`src/rtl/lg_pkg.sv`:
```
package lg_pkg;
   localparam int SYM_W   = 8;
   localparam int LCNT_W  = 2;
   localparam int TR2_LEN = 10;

   localparam logic [SYM_W-1:0] SYM_CLKPAT = 8'h4A;
   localparam logic [SYM_W-1:0] SYM_COMMA  = 8'hBC;
   localparam logic [SYM_W-1:0] SYM_ALIGN  = 8'hCB;

   typedef enum logic [2:0] {
      PAT_PAYLOAD = 3'd0,
      PAT_TRAIN_A = 3'd1,
      PAT_TRAIN_B = 3'd2,
      PAT_CLOCKY  = 3'd3,
      PAT_PRBS    = 3'd4
   } pat_e;

   typedef struct packed {
      logic             k;
      logic [SYM_W-1:0] d;
   } sym_t;

   function automatic pat_e pat_decode(input logic [2:0] raw);
      return (raw > 3'd4) ? PAT_PAYLOAD : pat_e'(raw);
   endfunction

   function automatic logic pat_scrambles(input pat_e p);
      return !(p == PAT_TRAIN_A || p == PAT_TRAIN_B);
   endfunction

   function automatic sym_t train_b_sym(input logic [3:0] idx);
      sym_t s;
      case (idx)
         4'd0, 4'd2: s = '{k: 1'b1, d: SYM_COMMA};
         4'd1, 4'd3: s = '{k: 1'b0, d: SYM_ALIGN};
         default:    s = '{k: 1'b0, d: SYM_CLKPAT};
      endcase
      return s;
   endfunction
endpackage

```
`src/rtl/lg_prbs7.sv`:
```
module lg_prbs7 #(
   parameter logic [6:0] SEED = 7'h7F
) (
   input  logic       clk,
   input  logic       rst_n,
   output logic [7:0] byte_o
);
   logic [6:0] state_q;
   logic [6:0] state_nx;

   always_comb begin
      logic [6:0] s;
      logic       b;
      s = state_q;
      byte_o = '0;
      for (int i = 0; i < 8; i++) begin
         b = s[6] ^ s[5];
         byte_o[i] = b;
         s = {s[5:0], b};
      end
      state_nx = s;
   end

   always_ff @(posedge clk or negedge rst_n) begin
      if (!rst_n) state_q <= SEED;
      else        state_q <= state_nx;
   end
endmodule

```
`src/rtl/lg_scrambler.sv`:
```
module lg_scrambler #(
   parameter logic [15:0] SEED = 16'hFFFF
) (
   input  logic        clk,
   input  logic        rst_n,
   input  logic        reseed_i,
   output logic [7:0]  byte_o,
   output logic [15:0] state_o
);
   logic [15:0] state_q;
   logic [15:0] state_nx;

   always_comb begin
      logic [15:0] s;
      s = state_q;
      byte_o = '0;
      for (int i = 0; i < 8; i++) begin
         byte_o[i] = s[15];
         s = {s[14:0], s[15] ^ s[4] ^ s[3] ^ s[2]};
      end
      state_nx = s;
   end

   always_ff @(posedge clk or negedge rst_n) begin
      if (!rst_n)        state_q <= SEED;
      else if (reseed_i) state_q <= SEED;
      else               state_q <= state_nx;
   end

   assign state_o = state_q;
endmodule

```
`src/rtl/lg_lane_map.sv`:
```
module lg_lane_map #(
   parameter int NUM_LANES = 4,
   parameter int SYM_W     = 8,
   parameter int LCNT_W    = 2
) (
   input  logic [NUM_LANES*SYM_W-1:0] log_d,
   input  logic [NUM_LANES-1:0]       log_k,
   input  logic [LCNT_W-1:0]          lcnt,
   input  logic                       swap,
   output logic [NUM_LANES*SYM_W-1:0] phy_d,
   output logic [NUM_LANES-1:0]       phy_k
);
   logic [NUM_LANES-1:0] live;

   always_comb begin
      for (int l = 0; l < NUM_LANES; l++)
         live[l] = (32'(l) < (32'd1 << lcnt));
   end

   for (genvar p = 0; p < NUM_LANES; p++) begin : g_phy
      localparam int MIR = NUM_LANES - 1 - p;
      always_comb begin
         if (swap) begin
            phy_d[p*SYM_W +: SYM_W] = live[MIR] ? log_d[MIR*SYM_W +: SYM_W] : '0;
            phy_k[p]                = live[MIR] & log_k[MIR];
         end else begin
            phy_d[p*SYM_W +: SYM_W] = live[p] ? log_d[p*SYM_W +: SYM_W] : '0;
            phy_k[p]                = live[p] & log_k[p];
         end
      end
   end
endmodule

```
`src/rtl/lg_pattern_gen.sv`:
```
module lg_pattern_gen
   import lg_pkg::*;
#(
   parameter int          NUM_LANES = 4,
   parameter logic [6:0]  PRBS_SEED = 7'h7F,
   parameter logic [15:0] SCR_SEED  = 16'hFFFF,
   parameter logic [7:0]  SR_CODE   = 8'h1C
) (
   input  logic                       clk,
   input  logic                       rst_n,
   input  logic                       cfg_we,
   input  logic [2:0]                 cfg_pattern,
   input  logic                       cfg_scr_dis,
   input  logic                       cfg_swap,
   input  logic [LCNT_W-1:0]          cfg_lanes,
   input  logic [NUM_LANES*SYM_W-1:0] pay_data,
   input  logic [NUM_LANES-1:0]       pay_k,
   output logic [NUM_LANES*SYM_W-1:0] lane_data,
   output logic [NUM_LANES-1:0]       lane_k
);
   localparam int BUS_W = NUM_LANES * SYM_W;

   if (!(NUM_LANES == 1 || NUM_LANES == 2 || NUM_LANES == 4)) begin : g_bad_lanes
      $error("NUM_LANES must be 1, 2 or 4");
   end
   if (PRBS_SEED == '0) begin : g_bad_prbs
      $error("PRBS_SEED must be nonzero");
   end
   if (SCR_SEED == '0) begin : g_bad_scr
      $error("SCR_SEED must be nonzero");
   end

   pat_e              pat_q;
   logic              scr_dis_q;
   logic              swap_q;
   logic [LCNT_W-1:0] lanes_q;
   logic [3:0]        tr_idx_q;

   always_ff @(posedge clk or negedge rst_n) begin
      if (!rst_n) begin
         pat_q     <= PAT_PAYLOAD;
         scr_dis_q <= 1'b0;
         swap_q    <= 1'b0;
         lanes_q   <= LCNT_W'(2);
      end else if (cfg_we) begin
         pat_q     <= pat_decode(cfg_pattern);
         scr_dis_q <= cfg_scr_dis;
         swap_q    <= cfg_swap;
         lanes_q   <= cfg_lanes;
      end
   end

   always_ff @(posedge clk or negedge rst_n) begin
      if (!rst_n)                  tr_idx_q <= '0;
      else if (pat_q != PAT_TRAIN_B) tr_idx_q <= '0;
      else if (tr_idx_q == 4'(TR2_LEN - 1)) tr_idx_q <= '0;
      else                         tr_idx_q <= tr_idx_q + 4'd1;
   end

   logic [7:0]  prbs_byte;
   logic [7:0]  scr_byte;
   logic [15:0] scr_state;
   logic        sr_hit;
   logic        scr_on;

   assign sr_hit = (pat_q == PAT_PAYLOAD) && pay_k[0] && (pay_data[SYM_W-1:0] == SR_CODE);
   assign scr_on = pat_scrambles(pat_q) && !scr_dis_q;

   lg_prbs7 #(.SEED(PRBS_SEED)) u_prbs (
      .clk    (clk),
      .rst_n  (rst_n),
      .byte_o (prbs_byte)
   );

   lg_scrambler #(.SEED(SCR_SEED)) u_scr (
      .clk      (clk),
      .rst_n    (rst_n),
      .reseed_i (sr_hit),
      .byte_o   (scr_byte),
      .state_o  (scr_state)
   );

   logic [BUS_W-1:0]     log_d;
   logic [NUM_LANES-1:0] log_k;

   for (genvar l = 0; l < NUM_LANES; l++) begin : g_lane
      sym_t raw;
      always_comb begin
         case (pat_q)
            PAT_TRAIN_A: raw = '{k: 1'b0, d: SYM_CLKPAT};
            PAT_TRAIN_B: raw = train_b_sym(tr_idx_q);
            PAT_CLOCKY:  raw = '{k: 1'b0, d: SYM_CLKPAT};
            PAT_PRBS:    raw = '{k: 1'b0, d: prbs_byte};
            default:     raw = '{k: pay_k[l], d: pay_data[l*SYM_W +: SYM_W]};
         endcase
         log_k[l]                = raw.k;
         log_d[l*SYM_W +: SYM_W] = (scr_on && !raw.k) ? (raw.d ^ scr_byte) : raw.d;
      end
   end

   logic [BUS_W-1:0]     phy_d;
   logic [NUM_LANES-1:0] phy_k;

   lg_lane_map #(.NUM_LANES(NUM_LANES), .SYM_W(SYM_W), .LCNT_W(LCNT_W)) u_map (
      .log_d (log_d),
      .log_k (log_k),
      .lcnt  (lanes_q),
      .swap  (swap_q),
      .phy_d (phy_d),
      .phy_k (phy_k)
   );

   always_ff @(posedge clk or negedge rst_n) begin
      if (!rst_n) begin
         lane_data <= '0;
         lane_k    <= '0;
      end else begin
         lane_data <= phy_d;
         lane_k    <= phy_k;
      end
   end
endmodule

```
`config.mk`:
```
export PLATFORM = sky130hd
export DESIGN_NAME = lg_pattern_gen
export DESIGN_NICKNAME = d
export VERILOG_FILES = /design/src/rtl/lg_pkg.sv /design/src/rtl/lg_prbs7.sv /design/src/rtl/lg_scrambler.sv /design/src/rtl/lg_lane_map.sv /design/src/rtl/lg_pattern_gen.sv
export SDC_FILE = /design/constraint.sdc
export NUM_CORES = 1
export LEC_CHECK = 0
export BUFFER_PORTS_ARGS = -buffer_cell sky130_fd_sc_hd__buf_2
export CELL_PAD_IN_SITES_DETAIL_PLACEMENT = 2
export CELL_PAD_IN_SITES_GLOBAL_PLACEMENT = 2
export CORE_MARGIN = 2
export CORE_UTILIZATION = 32
export DETAILED_ROUTE_END_ITERATION = 8
export GPL_ROUTABILITY_DRIVEN = 1
export HOLD_SLACK_MARGIN = 0.15
export PLACE_DENSITY = 0.81
export SLEW_MARGIN = 20
export SYNTH_ARGS = -nofsm -noshare
export SYNTH_HDL_FRONTEND = slang
export SYNTH_HIERARCHICAL = 1
export SYNTH_SLANG_ARGS = --single-unit
```
`constraint.sdc`:
```
create_clock -name clk -period 2.2 [get_ports clk]
set_input_delay 0.11 -clock clk [delete_from_list [all_inputs] [get_ports clk]]
set_output_delay 0.11 -clock clk [all_outputs]
set_load 0.01 [all_outputs]
```
After elaboration in Yosys (flattened, before gate mapping). Cells that the tools add are included.

$add $sub $neg: 1. Magnitude comparators: 5. Eq/ne operators: 10. Shifts and indexed selects: 1. Multiplexer cells: 25. Bitwise logic cells: 40. Reduce and logical (&&, ||, !) cells: 19.

Operator list (number): $pmux 9 s3 (4); $mux 8 (12); $lt 1x32->1 const A (2); $lt 2x32->1 const A (2); $shl 1x2->32 const A (1); $xor 1x1->1 (32); $xor 8x8->8 (4); $pmux 9 s2 (1); $mux 16 (1); $eq 4x2->1 const B (2); $eq 8x5->1 const B (1); $mux 4 (2); $logic_and 1x1->1 (7); $eq 3x2->1 const B (2); $logic_not 1->1 (6); $reduce_or 2->1 (3); $add 4x1->4 const B (1); $and 1x1->1 (4); $eq 4x1->1 const B (1); $eq 4x4->1 const B (1); $logic_not 4->1 (1); $mux 1 (4); $eq 3x1->1 const B (1); $eq 3x3->1 const B (1); 5 further kinds (5).

Register bits: 70. Input bits: 46. Output and inout port bits: 36. Logic and storage cells: 110.

Longest topological paths before layout.
Depth in word-level cells: 9. Gate-level depth with buffers: 9. Gate-level depth less buffers: 7.

Cells and area by module. Netlist, hierarchy kept.

By module, submodules not included: lg_pattern_gen (times used 1, cells each 229, area each 2527.4 um^2, sequential area each 1177.4 um^2); lg_scrambler (times used 1, cells each 66, area each 824.5 um^2, sequential area each 420.4 um^2); lg_lane_map (times used 1, cells each 105, area each 706.9 um^2, sequential area each 0.0 um^2); lg_prbs7 (times used 1, cells each 15, area each 269.0 um^2, sequential area each 183.9 um^2).

Worst setup path before layout. No wires, ideal clock.

Path type: flip-flop to flip-flop. Start point: register pat_q[0]. End point: register lane_data[10]. Arrival time: 2.045 ns. Path slack: 0.034 ns. Cell stages (with the launch flop): 10. Buffers on the path: 3. Clock period less this slack: 2.166 ns. Path through: dfrtp_1 buf_4 or2_4 buf_6 xnor2_4 buf_6 a221oi_2 xor2_1 mux2_2 a22o_1.

Longest elaborated chain between the ends: 8. Elaborated cells on any way between the ends: 21. Those cells by class: eq/ne: 4; mux: 7; bitwise: 2; reduce/logical: 8.

RTL lines: start: declaration (RTL line lg_pattern_gen.sv:33) `pat_e pat_q;`; start signal: assignment (RTL line lg_pattern_gen.sv:46) `pat_q <= pat_decode(cfg_pattern);`; $eq 3x1->1, or another cell as far along (RTL line lg_pkg.sv:28, lg_pattern_gen.sv:89); $reduce_or 2->1 (no line) or $logic_or 1x1->1 (tied branches); $pmux 9 s3 or $logic_not 1->1 (tied branches) (RTL line lg_pattern_gen.sv:89, lg_pkg.sv:28); $logic_not 1->1 or $logic_and 1x1->1 (tied branches) (RTL line lg_pattern_gen.sv:97, lg_pattern_gen.sv:67); $logic_and 1x1->1 (RTL line lg_pattern_gen.sv:97) `log_d[l*SYM_W +: SYM_W] = (scr_on && !raw.k) ? (raw.d ^ scr_byte) : raw.d;`; $mux 8 * (RTL line lg_pattern_gen.sv:97); via log_d[10] (RTL line lg_pattern_gen.sv:83) `logic [BUS_W-1:0] log_d;`; $mux 8 * (RTL line lg_lane_map.sv:27) `phy_d[p*SYM_W +: SYM_W] = live[p] ? log_d[p*SYM_W +: SYM_W] : '0;`; $mux 8 * (RTL line lg_lane_map.sv:23) `if (swap) begin`; via phy_d[10] (RTL line lg_pattern_gen.sv:101) `logic [BUS_W-1:0] phy_d;`; end signal: assignment (RTL line lg_pattern_gen.sv:118) `lane_data <= phy_d;`; end: declaration (RTL line lg_pattern_gen.sv:18) `output logic [NUM_LANES*SYM_W-1:0] lane_data,`.

The timed path passes the listed nets; every way through them passes the cells marked *. A chain may end at the register's enable or synchronous reset.

Worst setup path after layout.
Start point: register u_prbs.state_q[0]. End point: register lane_data[22].

Longest elaborated chain between the ends: 6. Elaborated cells on any way between the ends: 10. Those cells by class: mux: 7; bitwise: 3.

RTL lines: start: declaration (RTL line lg_prbs7.sv:8) `logic [6:0] state_q;`; start signal: assignment (RTL line lg_prbs7.sv:26) `else state_q <= state_nx;`; $xor 1x1->1 * (RTL line lg_prbs7.sv:17) `b = s[6] ^ s[5];`; via prbs_byte[6] (RTL line lg_pattern_gen.sv:60) `logic [7:0] prbs_byte;`; $pmux 9 s3 * (RTL line lg_pattern_gen.sv:89) `case (pat_q)`; $xor 8x8->8 (RTL line lg_pattern_gen.sv:97); $mux 8 * (RTL line lg_pattern_gen.sv:97); via log_d[14] (RTL line lg_pattern_gen.sv:83); $mux 8 * (RTL line lg_lane_map.sv:24) `phy_d[p*SYM_W +: SYM_W] = live[MIR] ? log_d[MIR*SYM_W +: SYM_W] : '0;`; $mux 8 * (RTL line lg_lane_map.sv:23); via phy_d[22] (RTL line lg_pattern_gen.sv:101).

Marks and branches as above.

==> impl_metrics.env <==
export IMPL_setup_violations=12
export IMPL_clk_insertion_delay_late_ns=0.34
export IMPL_root_buffer="clkbuf_16"
export IMPL_cts_path_max_buffers=2
export IMPL_cp_required_ns=2.43
export IMPL_dp_cells=660
export IMPL_die_height_um=119
export IMPL_period_minus_slack_ns=2.32
export IMPL_pin_count=82
export IMPL_numCtsBuffers=9
export IMPL_startpoint_type="flop"
export IMPL_register_area_mm2=0.00179
export IMPL_grt_usage_pct=21.4
export IMPL_rsz0062_at_grt="true"
export IMPL_drt_initial_drc_count=248
export IMPL_crit_fanout=3
export IMPL_htreeDepth=3
export IMPL_max_freq_ghz=0.431
export IMPL_n_fill_cell=1362
export IMPL_drive_gt1_share_pct=42.5
export IMPL_syn_nets=453
export IMPL_violations="negative setup slack"
export IMPL_hold_class="in2reg"
export IMPL_via_per_inst=5.37
export IMPL_fp_dieArea_mm2=0.0143
export IMPL_nets=561
export IMPL_worst_slack_ns=-0.118
export IMPL_rows=42
export IMPL_portBuffers=81
export IMPL_grt_pass1_vias=4013
export IMPL_tightest_slew_ns=0.613
export IMPL_grt_max_degree=40
export IMPL_postRouteAntennaNets=0
export IMPL_place_detailed_hpwl_um=10500
export IMPL_avgSynthCellArea_um2=10.5
export IMPL_dieWidth_um=119
export IMPL_cts_sinks=70
export IMPL_peakVddDrop_v=0.000538
export IMPL_syn_inst=407
export IMPL_hold_violations=0
export IMPL_initial_utilization_pct=32.5
export IMPL_first_pass_iters=4
export IMPL_area_growth_synth_to_final_pct=30.5
export IMPL_netlist_area_mm2=0.00427
export IMPL_grt_pass1_wl_um=22900
export IMPL_power_density_mw_per_mm2=1240
export IMPL_skew_ns=0.00742
export IMPL_fin_util_pct=42.4
export IMPL_cts_tree="yes"
export IMPL_stdcell_count=696
export IMPL_yosys_warnings=6
export IMPL_route_detailed_drc=0
export IMPL_multi_input_area_mm2=0.00238
export IMPL_gp_congestion=0.843
export IMPL_relSlewSlack_pct=59.0
export IMPL_vias=3737
export IMPL_drv_cap=0
export IMPL_pre_cts_ws_ns=-0.0530
export IMPL_crit_type="reg2reg"
export IMPL_crit_path_end_kind="flop"
export IMPL_slew_viol_final=0
export IMPL_status="finished with violations"
export IMPL_antenna_found_initial=0
export IMPL_p_leak_nw=2.49
export IMPL_routed_wl_um=16800
export IMPL_routedWlPerCell_um=24.2
export IMPL_crit_arrival_ns=2.54
export IMPL_core_area_mm2=0.0131
export IMPL_overflow=0
export IMPL_antenna_cells=0
export IMPL_cts_clk_slew_worst_paths_ns=0.06
export IMPL_min_period_over_period_pct=105
## final cells by class
| cell class | count | share of cell area, % |
|---|---|---|
| Inverter | 12 | 0.809 |
| Timing Repair Buffer | 127 | 15.0 |
| Clock inverter | 4 | 0.809 |
| Clock buffer | 12 | 4.63 |
| Multi-Input combinational cell | 295 | 42.7 |
| Tap cell | 176 | 3.95 |
| Sequential cell | 70 | 32.1 |
## final timing paths
check,from,endpoint,slack [ns],cells after the start
worst max register to register,u_prbs/state_q[0],lane_data[22],-0.12,7
worst min-delay path,cfg_we,scr_dis_q,0.19,2
worst max-delay path,u_prbs/state_q[0],lane_data[22],-0.12,7
worst min register to register,u_prbs/state_q[6],u_prbs/state_q[0],0.56,1
max in group asynchronous,rst_n,u_scr/state_o[14],1.26,3
min in group asynchronous,rst_n,lane_data[27],0.29,2
## state kept, by name, indices dropped and copies added (netlist names)
register,count
u_scr/state_o,16
swap_q,1
scr_dis_q,1
pat_q,3
lanes_q,2
tr_idx_q,4
u_prbs/state_q,7
lane_data,32
lane_k,4
## power breakdown
group          total (W)  internal, W  switching (W)
Combinational    0.00320      0.00151        0.00169
Sequential       0.00222      0.00181       0.000402
Clock            0.00150     0.000941       0.000560
## metal layers
metal | share of wire (%) | global-route usage (%)
met5 | 0 | 0
met2 | 53 | 39.0
met4 | 2.9 | 7.79
met1 | 40 | 25.0
met3 | 3.9 | 3.59
## through the flow
stage	area [um^2]	hold slack, ns	total power [W]	TNS (ns)
3_3_place_gp	4940	0.0928	0.00490	0
4_1_cts	5420	0.180	0.00679	0
5_1_grt	5570	0.214	0.00727	-1.27
2_1_floorplan	4270	-0.186	0.00424	0
6_report	5570	0.185	0.00692	-0.640
3_5_place_dp	4940	0.105	0.00514	-0.194
## critical path, stage by stage, from the launching register on
cell       delay [ns]
dfstp_2          0.54
xor3_1           0.44
nand4bb_1        0.13
o211ai_1         0.23
a21oi_2          0.25
xor2_2           0.13
mux2_4           0.27
a22o_1           0.22
## cell usage in the layout, fill, tap and decap left out, drive strengths merged, types with 4 or more instances in the layout
cell	count
clkbuf	13
inv	12
xor2	47
mux2	22
nand3	42
a21o	4
xnor2	14
nand3b	5
dfrtp	46
o211ai	6
buf	115
nor2	8
dfstp	24
nand2	21
nor2b	6
o22ai	4
nand2b	13
dlygate4sd3	11
o21ai	24
a21oi	20
a221oi	12
a22o	16
or2	10
## timing repair
item                       CTS  global route
cloned                       0             1
gates resized for setup      7            18
pin swaps                    6            11
setup endpoints to repair   15            21
hold buffers                11             0
hold endpoints to repair    31             0
setup buffers                2             6
Power figures use the tool's default switching activity.
